## config.mk

```make
export PLATFORM = sky130hd
export DESIGN_NAME = flash_layout_decoder
export DESIGN_NICKNAME = d
export VERILOG_FILES = /design/src/rtl/flp_pkg.sv /design/src/rtl/flp_format_decode.sv /design/src/rtl/flp_layout_calc.sv /design/src/rtl/flp_sequencer.sv /design/src/rtl/flash_layout_decoder.sv
export SDC_FILE = /design/constraint.sdc
export NUM_CORES = 1
export LEC_CHECK = 0
export BUFFER_PORTS_ARGS = -buffer_cell sky130_fd_sc_hd__buf_4
export CAP_MARGIN = 20
export CELL_PAD_IN_SITES_DETAIL_PLACEMENT = 0
export CELL_PAD_IN_SITES_GLOBAL_PLACEMENT = 1
export CORE_MARGIN = 4
export CORE_UTILIZATION = 44
export DETAILED_ROUTE_END_ITERATION = 8
export PLACE_DENSITY = 0.8
export SLEW_MARGIN = 0
export SYNTH_ARGS = -nofsm -noshare
export SYNTH_HDL_FRONTEND = slang
export SYNTH_SLANG_ARGS = --single-unit
```

## constraint.sdc

```tcl
create_clock -name clk -period 8.7 [get_ports clk]
set_input_delay 1.74 -clock clk [delete_from_list [all_inputs] [get_ports clk]]
set_output_delay 1.74 -clock clk [all_outputs]
set_load 0.005 [all_outputs]
```

## src/rtl/flp_pkg.sv

```systemverilog
package flp_pkg;
  // Fixed by the encoding of the format word.
  localparam int WORD_W    = 32;
  localparam int FLD_W     = 4;
  localparam int PAGE_BITS = 12;

  typedef enum logic [2:0] {
    ST_IDLE,
    ST_CHECK,
    ST_EMIT,
    ST_FAIL,
    ST_FIN
  } flp_state_e;

  typedef struct packed {
    logic [FLD_W-1:0]  count;
    logic [FLD_W-1:0]  dflt;
    logic [FLD_W-1:0]  fb;
    logic [WORD_W-1:0] first_len;  // zero selects the even split
    logic              bad;        // unknown version or unsupported count
  } flp_fmt_t;
endpackage

```

## src/rtl/flp_format_decode.sv

```systemverilog
module flp_format_decode
  import flp_pkg::*;
#(
  parameter logic [WORD_W-1:0] VER_LEGACY         = 32'h0000_0100,
  parameter logic [WORD_W-1:0] VER_CURRENT        = 32'h0000_0200,
  parameter logic [7:0]        LEGACY_SPLIT_CODE  = 8'h81,
  parameter logic [WORD_W-1:0] LEGACY_SPLIT_BYTES = 32'h0100_2000,
  parameter int                MAX_SEGS           = 8
) (
  input  logic [WORD_W-1:0] word,
  input  logic [WORD_W-1:0] ver,
  output flp_fmt_t          fmt
);
  localparam int CODE_LO = 8;
  localparam int CODE_HI = 15;

  // A legal count is a power of two that does not exceed MAX_SEGS.
  function automatic logic legal_count(input logic [7:0] c);
    logic ok;
    ok = 1'b0;
    for (int k = 0; k < 8; k++) begin
      if ((c == 8'(1 << k)) && ((1 << k) <= MAX_SEGS)) ok = 1'b1;
    end
    return ok;
  endfunction

  logic [7:0] code;
  assign code = word[CODE_HI:CODE_LO];

  always_comb begin
    fmt = '0;
    if (ver == VER_CURRENT) begin
      fmt.count     = word[FLD_W-1:0];
      fmt.dflt      = word[2*FLD_W-1:FLD_W];
      fmt.fb        = word[3*FLD_W-1:2*FLD_W];
      fmt.first_len = {word[WORD_W-1:PAGE_BITS], {PAGE_BITS{1'b0}}};
      fmt.bad       = !legal_count({4'b0, word[FLD_W-1:0]});
    end else if (ver == VER_LEGACY) begin
      fmt.dflt = (code > 8'd1) ? FLD_W'(1) : '0;
      fmt.fb   = '0;
      if (code == LEGACY_SPLIT_CODE) begin
        fmt.count     = FLD_W'(2);
        fmt.first_len = LEGACY_SPLIT_BYTES;
      end else if (code == 8'd0) begin
        fmt.count = FLD_W'(1);
      end else if (legal_count(code)) begin
        fmt.count = code[FLD_W-1:0];
      end else begin
        fmt.bad = 1'b1;
      end
    end else begin
      fmt.bad = 1'b1;
    end
  end
endmodule

```

## src/rtl/flp_layout_calc.sv

```systemverilog
module flp_layout_calc
  import flp_pkg::*;
#(
  parameter int SIZE_W = 32
) (
  input  logic [FLD_W-1:0]  count,
  input  logic [WORD_W-1:0] first_len,
  input  logic [SIZE_W-1:0] size,
  input  logic [FLD_W-1:0]  idx,
  output logic [SIZE_W-1:0] seg_start,
  output logic [SIZE_W-1:0] seg_len,
  output logic              oversize
);
  localparam int CMP_W = (SIZE_W > WORD_W) ? SIZE_W : WORD_W;

  function automatic int unsigned count_log2(input logic [FLD_W-1:0] c);
    int unsigned r;
    r = 0;
    for (int k = 0; k < FLD_W; k++) begin
      if (c[k]) r = k;
    end
    return r;
  endfunction

  logic [CMP_W-1:0]  size_x;
  logic [CMP_W-1:0]  first_x;
  logic [SIZE_W-1:0] split;
  logic [SIZE_W-1:0] even_len;

  assign size_x   = CMP_W'(size);
  assign first_x  = CMP_W'(first_len);
  assign split    = (first_x == '0) ? (size >> 1) : first_x[SIZE_W-1:0];
  assign even_len = size >> count_log2(count);
  assign oversize = (count == FLD_W'(2)) && (first_x != '0) && (first_x > size_x);

  always_comb begin
    case (count)
      FLD_W'(1): begin
        seg_start = '0;
        seg_len   = size;
      end
      FLD_W'(2): begin
        if (idx == '0) begin
          seg_start = '0;
          seg_len   = split;
        end else begin
          seg_start = split;
          seg_len   = size - split;
        end
      end
      default: begin
        seg_len   = even_len;
        seg_start = even_len * SIZE_W'(idx);
      end
    endcase
  end
endmodule

```

## src/rtl/flp_sequencer.sv

```systemverilog
module flp_sequencer
  import flp_pkg::*;
(
  input  logic             clk,
  input  logic             rst,
  input  logic             start,
  input  logic             bad,
  input  logic [FLD_W-1:0] count,
  output logic             load,
  output logic             snap,
  output logic             fire,
  output logic [FLD_W-1:0] idx,
  output logic             seg_valid,
  output logic [FLD_W-1:0] seg_index,
  output logic             seg_last,
  output logic             done,
  output logic             error
);
  flp_state_e state;
  logic       at_end;

  assign at_end = (idx == count - FLD_W'(1));
  assign load   = (state == ST_IDLE) && start;
  assign snap   = (state == ST_CHECK);
  assign fire   = (state == ST_EMIT);

  always_ff @(posedge clk) begin
    if (rst) begin
      state     <= ST_IDLE;
      idx       <= '0;
      seg_valid <= 1'b0;
      seg_index <= '0;
      seg_last  <= 1'b0;
      done      <= 1'b0;
      error     <= 1'b0;
    end else begin
      seg_valid <= 1'b0;
      seg_last  <= 1'b0;
      done      <= 1'b0;
      error     <= 1'b0;
      case (state)
        ST_IDLE: begin
          if (start) state <= ST_CHECK;
        end
        ST_CHECK: begin
          idx   <= '0;
          state <= bad ? ST_FAIL : ST_EMIT;
        end
        ST_FAIL: begin
          done  <= 1'b1;
          error <= 1'b1;
          state <= ST_IDLE;
        end
        ST_EMIT: begin
          seg_valid <= 1'b1;
          seg_index <= idx;
          seg_last  <= at_end;
          idx       <= idx + FLD_W'(1);
          if (at_end) state <= ST_FIN;
        end
        ST_FIN: begin
          done  <= 1'b1;
          state <= ST_IDLE;
        end
        default: state <= ST_IDLE;
      endcase
    end
  end
endmodule

```

## src/rtl/flash_layout_decoder.sv

```systemverilog
module flash_layout_decoder
  import flp_pkg::*;
#(
  parameter int                SIZE_W             = 32,
  parameter int                MAX_SEGS           = 8,
  parameter logic [WORD_W-1:0] VER_LEGACY         = 32'h0000_0100,
  parameter logic [WORD_W-1:0] VER_CURRENT        = 32'h0000_0200,
  parameter logic [7:0]        LEGACY_SPLIT_CODE  = 8'h81,
  parameter logic [WORD_W-1:0] LEGACY_SPLIT_BYTES = 32'h0100_2000
) (
  input  logic              clk,
  input  logic              rst,
  input  logic              start,
  input  logic [31:0]       fmt_version,
  input  logic [31:0]       fmt_word,
  input  logic [SIZE_W-1:0] flash_size,
  output logic              seg_valid,
  output logic [3:0]        seg_index,
  output logic [SIZE_W-1:0] seg_start,
  output logic [SIZE_W-1:0] seg_len,
  output logic              seg_last,
  output logic              done,
  output logic              error,
  output logic [3:0]        seg_count,
  output logic [3:0]        boot_seg,
  output logic [3:0]        fallback_seg,
  output logic              fallback_valid
);
  logic [WORD_W-1:0] word_q;
  logic [WORD_W-1:0] ver_q;
  logic [SIZE_W-1:0] size_q;
  flp_fmt_t          fmt;
  logic              load, snap, fire, oversize;
  logic [FLD_W-1:0]  idx;
  logic [SIZE_W-1:0] calc_start, calc_len;

  always_ff @(posedge clk) begin
    if (rst) begin
      word_q <= '0;
      ver_q  <= '0;
      size_q <= '0;
    end else if (load) begin
      word_q <= fmt_word;
      ver_q  <= fmt_version;
      size_q <= flash_size;
    end
  end

  flp_format_decode #(
    .VER_LEGACY        (VER_LEGACY),
    .VER_CURRENT       (VER_CURRENT),
    .LEGACY_SPLIT_CODE (LEGACY_SPLIT_CODE),
    .LEGACY_SPLIT_BYTES(LEGACY_SPLIT_BYTES),
    .MAX_SEGS          (MAX_SEGS)
  ) u_decode (
    .word(word_q),
    .ver (ver_q),
    .fmt (fmt)
  );

  flp_layout_calc #(.SIZE_W(SIZE_W)) u_calc (
    .count    (fmt.count),
    .first_len(fmt.first_len),
    .size     (size_q),
    .idx      (idx),
    .seg_start(calc_start),
    .seg_len  (calc_len),
    .oversize (oversize)
  );

  flp_sequencer u_seq (
    .clk      (clk),
    .rst      (rst),
    .start    (start),
    .bad      (fmt.bad | oversize),
    .count    (fmt.count),
    .load     (load),
    .snap     (snap),
    .fire     (fire),
    .idx      (idx),
    .seg_valid(seg_valid),
    .seg_index(seg_index),
    .seg_last (seg_last),
    .done     (done),
    .error    (error)
  );

  always_ff @(posedge clk) begin
    if (rst) begin
      seg_start      <= '0;
      seg_len        <= '0;
      seg_count      <= '0;
      boot_seg       <= '0;
      fallback_seg   <= '0;
      fallback_valid <= 1'b0;
    end else begin
      if (fire) begin
        seg_start <= calc_start;
        seg_len   <= calc_len;
      end
      if (snap) begin
        seg_count      <= fmt.count;
        boot_seg       <= fmt.dflt;
        fallback_seg   <= fmt.fb;
        fallback_valid <= (fmt.fb != fmt.dflt) && (fmt.fb < fmt.count);
      end
    end
  end
endmodule

```

==> results_dict.tcl <==
set metrics [dict create \
    grt.total_usage 0.2656 \
    synthTopCellsByArea "dfxtp_1 25%, nand2_1 8.6%, fa_1 7.8%" \
    synthAdderAreaFrac 0.1536 \
    clk_pin_slew_worst_paths_ns 0.10 \
    dp.cells 2530 \
    finClkSkew_ns 0.02415 \
    wire_per_inst_um 19.35 \
    cp.required_ns 9.03 \
    synth.area.mux_share 0.02883 \
    synthTopCellsByCount "342 x nand2_1, 228 x a21oi_1, 188 x dfxtp_1, 164 x inv_1, 135 x nor2_1" \
    layout-drive-gt1-share 0.1258 \
    period_needed_ns 7.675 \
    cts_made_buffers 17 \
    critical_path_class "register to register" \
    worstMarginPinSlew_ns 1.101 \
    rows 67 \
    synthArstFlopShare 0 \
    drtIter0Drc 867 \
    cts_root_buf "clkbuf_16" \
    area_growth_pct 14.95 \
    setup_viol 0 \
    clock.fmax_mhz 130.3 \
    post-dp-hpwl_um 37010 \
    avgSynthCellArea_sq_um 7.467 \
    drt-pass1-iter-count 8 \
    die_h_um 192.5 \
    grt-ovfl-total 0 \
    routed_wl_um 49600 \
    ys_warn_count 0 \
    worst_slack_ns 1.025 \
    die_w_um 192.5 \
    synthSimpleGateAreaFrac 0.2326 \
    finalHoldViolCount 0 \
    place_area_sq_um 16570 \
    grt_max_degree 111 \
    io_buffers 183 \
    cts_tree "built" \
    cp-start-kind "register" \
    critPathMaxFanout 19 \
    p_per_area_nw_per_um2 141.7 \
    synth_edf_count 0 \
    vdd_drop_max_mv 0.1458 \
    final_cell_area_sq_um 17210 \
    leakagePower_nw 7.634 \
    min_period_over_period 0.8821 \
    ant_nets 0 \
    max_slew_margin 0.2660 \
    status "finished clean" \
    holdBufCountCts 0 \
    antenna_found_initial 0 \
    hold_path_class "register to register" \
    ios 184 \
    via_count 14490 \
    die-area_sq_um 37040 \
    htreeDepth 4 \
    synth_nets 2253 \
    core-area_sq_um 33530 \
    cts_resized 0 \
    seqCellArea_sq_um 3764 \
    routabilityCongestion 0.9315 \
    final.setup.tns_ns 0 \
    ys_seq_area_frac 0.2514 \
    cp-end-kind "register" \
    rsz0062_at_grt "no" \
    pre_cts_ws_ns 1.189 \
    synth_cell_types 78 \
    cts_sinks 188 \
    postSynthCellCount 2005 \
    cts_setup_buffers 0 \
    route.detailed.drc 0 \
    initial_core_util 0.4465 \
    first_global_vias 13890 \
    diodes 0 \
    arrival_ns 8.01 \
    grt_first_pass_wirelength_um 77340 \
    syn_area_sq_um 14970 \
    synth_xor_area_frac 0.03627 \
    yosys_most_used_dff "dfxtp_1" \
    insertion_delay_ns 0.48 \
    n_fill_cell 3389 \
    nNetsFinal 2350 \
    multiInputGateArea_sq_um 10100 \
    synth_top_area_cell "dfxtp_1" \
    slew_viol_final 0 \
    ys_seq_elements 188 \
    max_cap_viol_count 0 \
    synth_top_family_by_area "simple AND/OR/NAND/NOR gates" \
    yosys.cell_count.top_type "nand2_1" \
    synth_top_area_frac 0.2514 \
    synth_compound_area_frac 0.2211 \
    clockBufferDepth 2 \
    holdWs_ns 0.4571 \
    vias_per_cell 5.652 \
    fin_cells 2563 \
]
-- logic make-up (layout without fill, tap and decap cells) --
group / count (synthesis) / count (layout)
buffers and inverters: 290 / 400
xor gates and xnor gates: 62 / 62
muxes: 40 / 40
DFF: 188 / 188
AOI/OAI and AO/OA: 519 / 519
and+or+nand+nor: 757 / 757
adders and majority gates: 149 / 149
-- power breakdown --
group	internal (W)	total (W)	switching, W
Combinational	0.000260	0.000631	0.000371
Sequential	0.000917	0.000977	0.0000605
Clock	0.000420	0.000831	0.000411
Total	0.00160	0.00244	0.000842
-- area by class of cell --
cell class / count / share of cell area
multi-input cells: 1527 / 0.5868
repair buffers: 203 / 0.09037
clock buffers: 18 / 0.02552
inverters: 165 / 0.03599
flip-flops and latches: 188 / 0.2187
clock inverters: 14 / 0.01003
well taps: 448 / 0.03257
-- layer usage --
metal,share of wire,up-vias,GRT usage
met2,0.45,475,0.4179
met1,0.46,6853,0.3784
met4,0.023,0,0.08118
li1,-,7088,-
met5,0,-,0
met3,0.060,69,0.03799
-- state kept, by name, summed over array words and instances, names as in the netlist --
name,cells
u_seq.state,3
u_seq.error,1
ver_q,32
u_seq.seg_valid,1
fallback_seg,4
boot_seg,4
u_seq.seg_last,1
seg_start,32
seg_count,4
u_seq.seg_index,4
seg_len,32
u_seq.done,1
fallback_valid,1
size_q,32
u_seq.idx,4
word_q,32
-- placed cells by master, fill, tap and decap left out, types with 18 or more instances in the layout --
cell | netlist | routed
nor2_1 | 135 | 133
a21o_1 | 39 | 39
a21oi_1 | 228 | 228
o21ai_0 | 71 | 71
dfxtp_1 | 188 | 188
xor2_1 | 29 | 29
nor4_1 | 18 | 18
mux2i_1 | 34 | 34
o221ai_1 | 26 | 26
nand3_1 | 27 | 27
nand2_1 | 342 | 341
a221oi_1 | 24 | 24
xnor2_1 | 33 | 33
and2_1 | 94 | 93
ha_1 | 91 | 91
buf_4 | 2 | 200
fa_1 | 58 | 58
inv_1 | 164 | 164
nor3_1 | 52 | 52
and3_1 | 26 | 26
-- path summary, 6_finish.rpt --
kind | slack, ns | start | cells past startpoint | endpoint
worst max-delay path | 1.03 | ver_q[17] | 23 | seg_start[19]
worst min-delay path | 0.46 | ver_q[14] | 2 | ver_q[14]
worst max register to register | 1.03 | ver_q[17] | 23 | seg_start[19]
worst min register to register | 0.46 | ver_q[14] | 2 | ver_q[14]
-- worst max-delay path, stage by stage, from the launching register on --
cell and delay [ns]:
dfxtp_1 0.31, nor4_1 0.29, nand2_1 0.17, or4_1 0.79, a21oi_4 0.37, inv_2 0.11
o21ai_2 0.43, mux2i_1 0.30, mux2i_2 0.37, nand2_1 0.12, fa_1 0.48, fa_1 0.60
inv_1 0.05, ha_1 0.29, a21o_1 0.18, a21oi_1 0.32, nor4_1 0.10, nor2_1 0.38
a21oi_1 0.11, a2111oi_0 0.68, o21bai_1 0.24, a2111oi_0 0.51, o22a_1 0.23, a211oi_2 0.07
-- per-stage QoR --
stage	total power, W	util
detailed placement	0.001619	0.4942
floorplan	0.001402	-
finish	0.002439	0.5132
CTS	0.002450	0.5124
global placement	0.001614	0.4937
global route	0.002563	0.5132
Note: power is estimated with default switching activity, not from simulation.
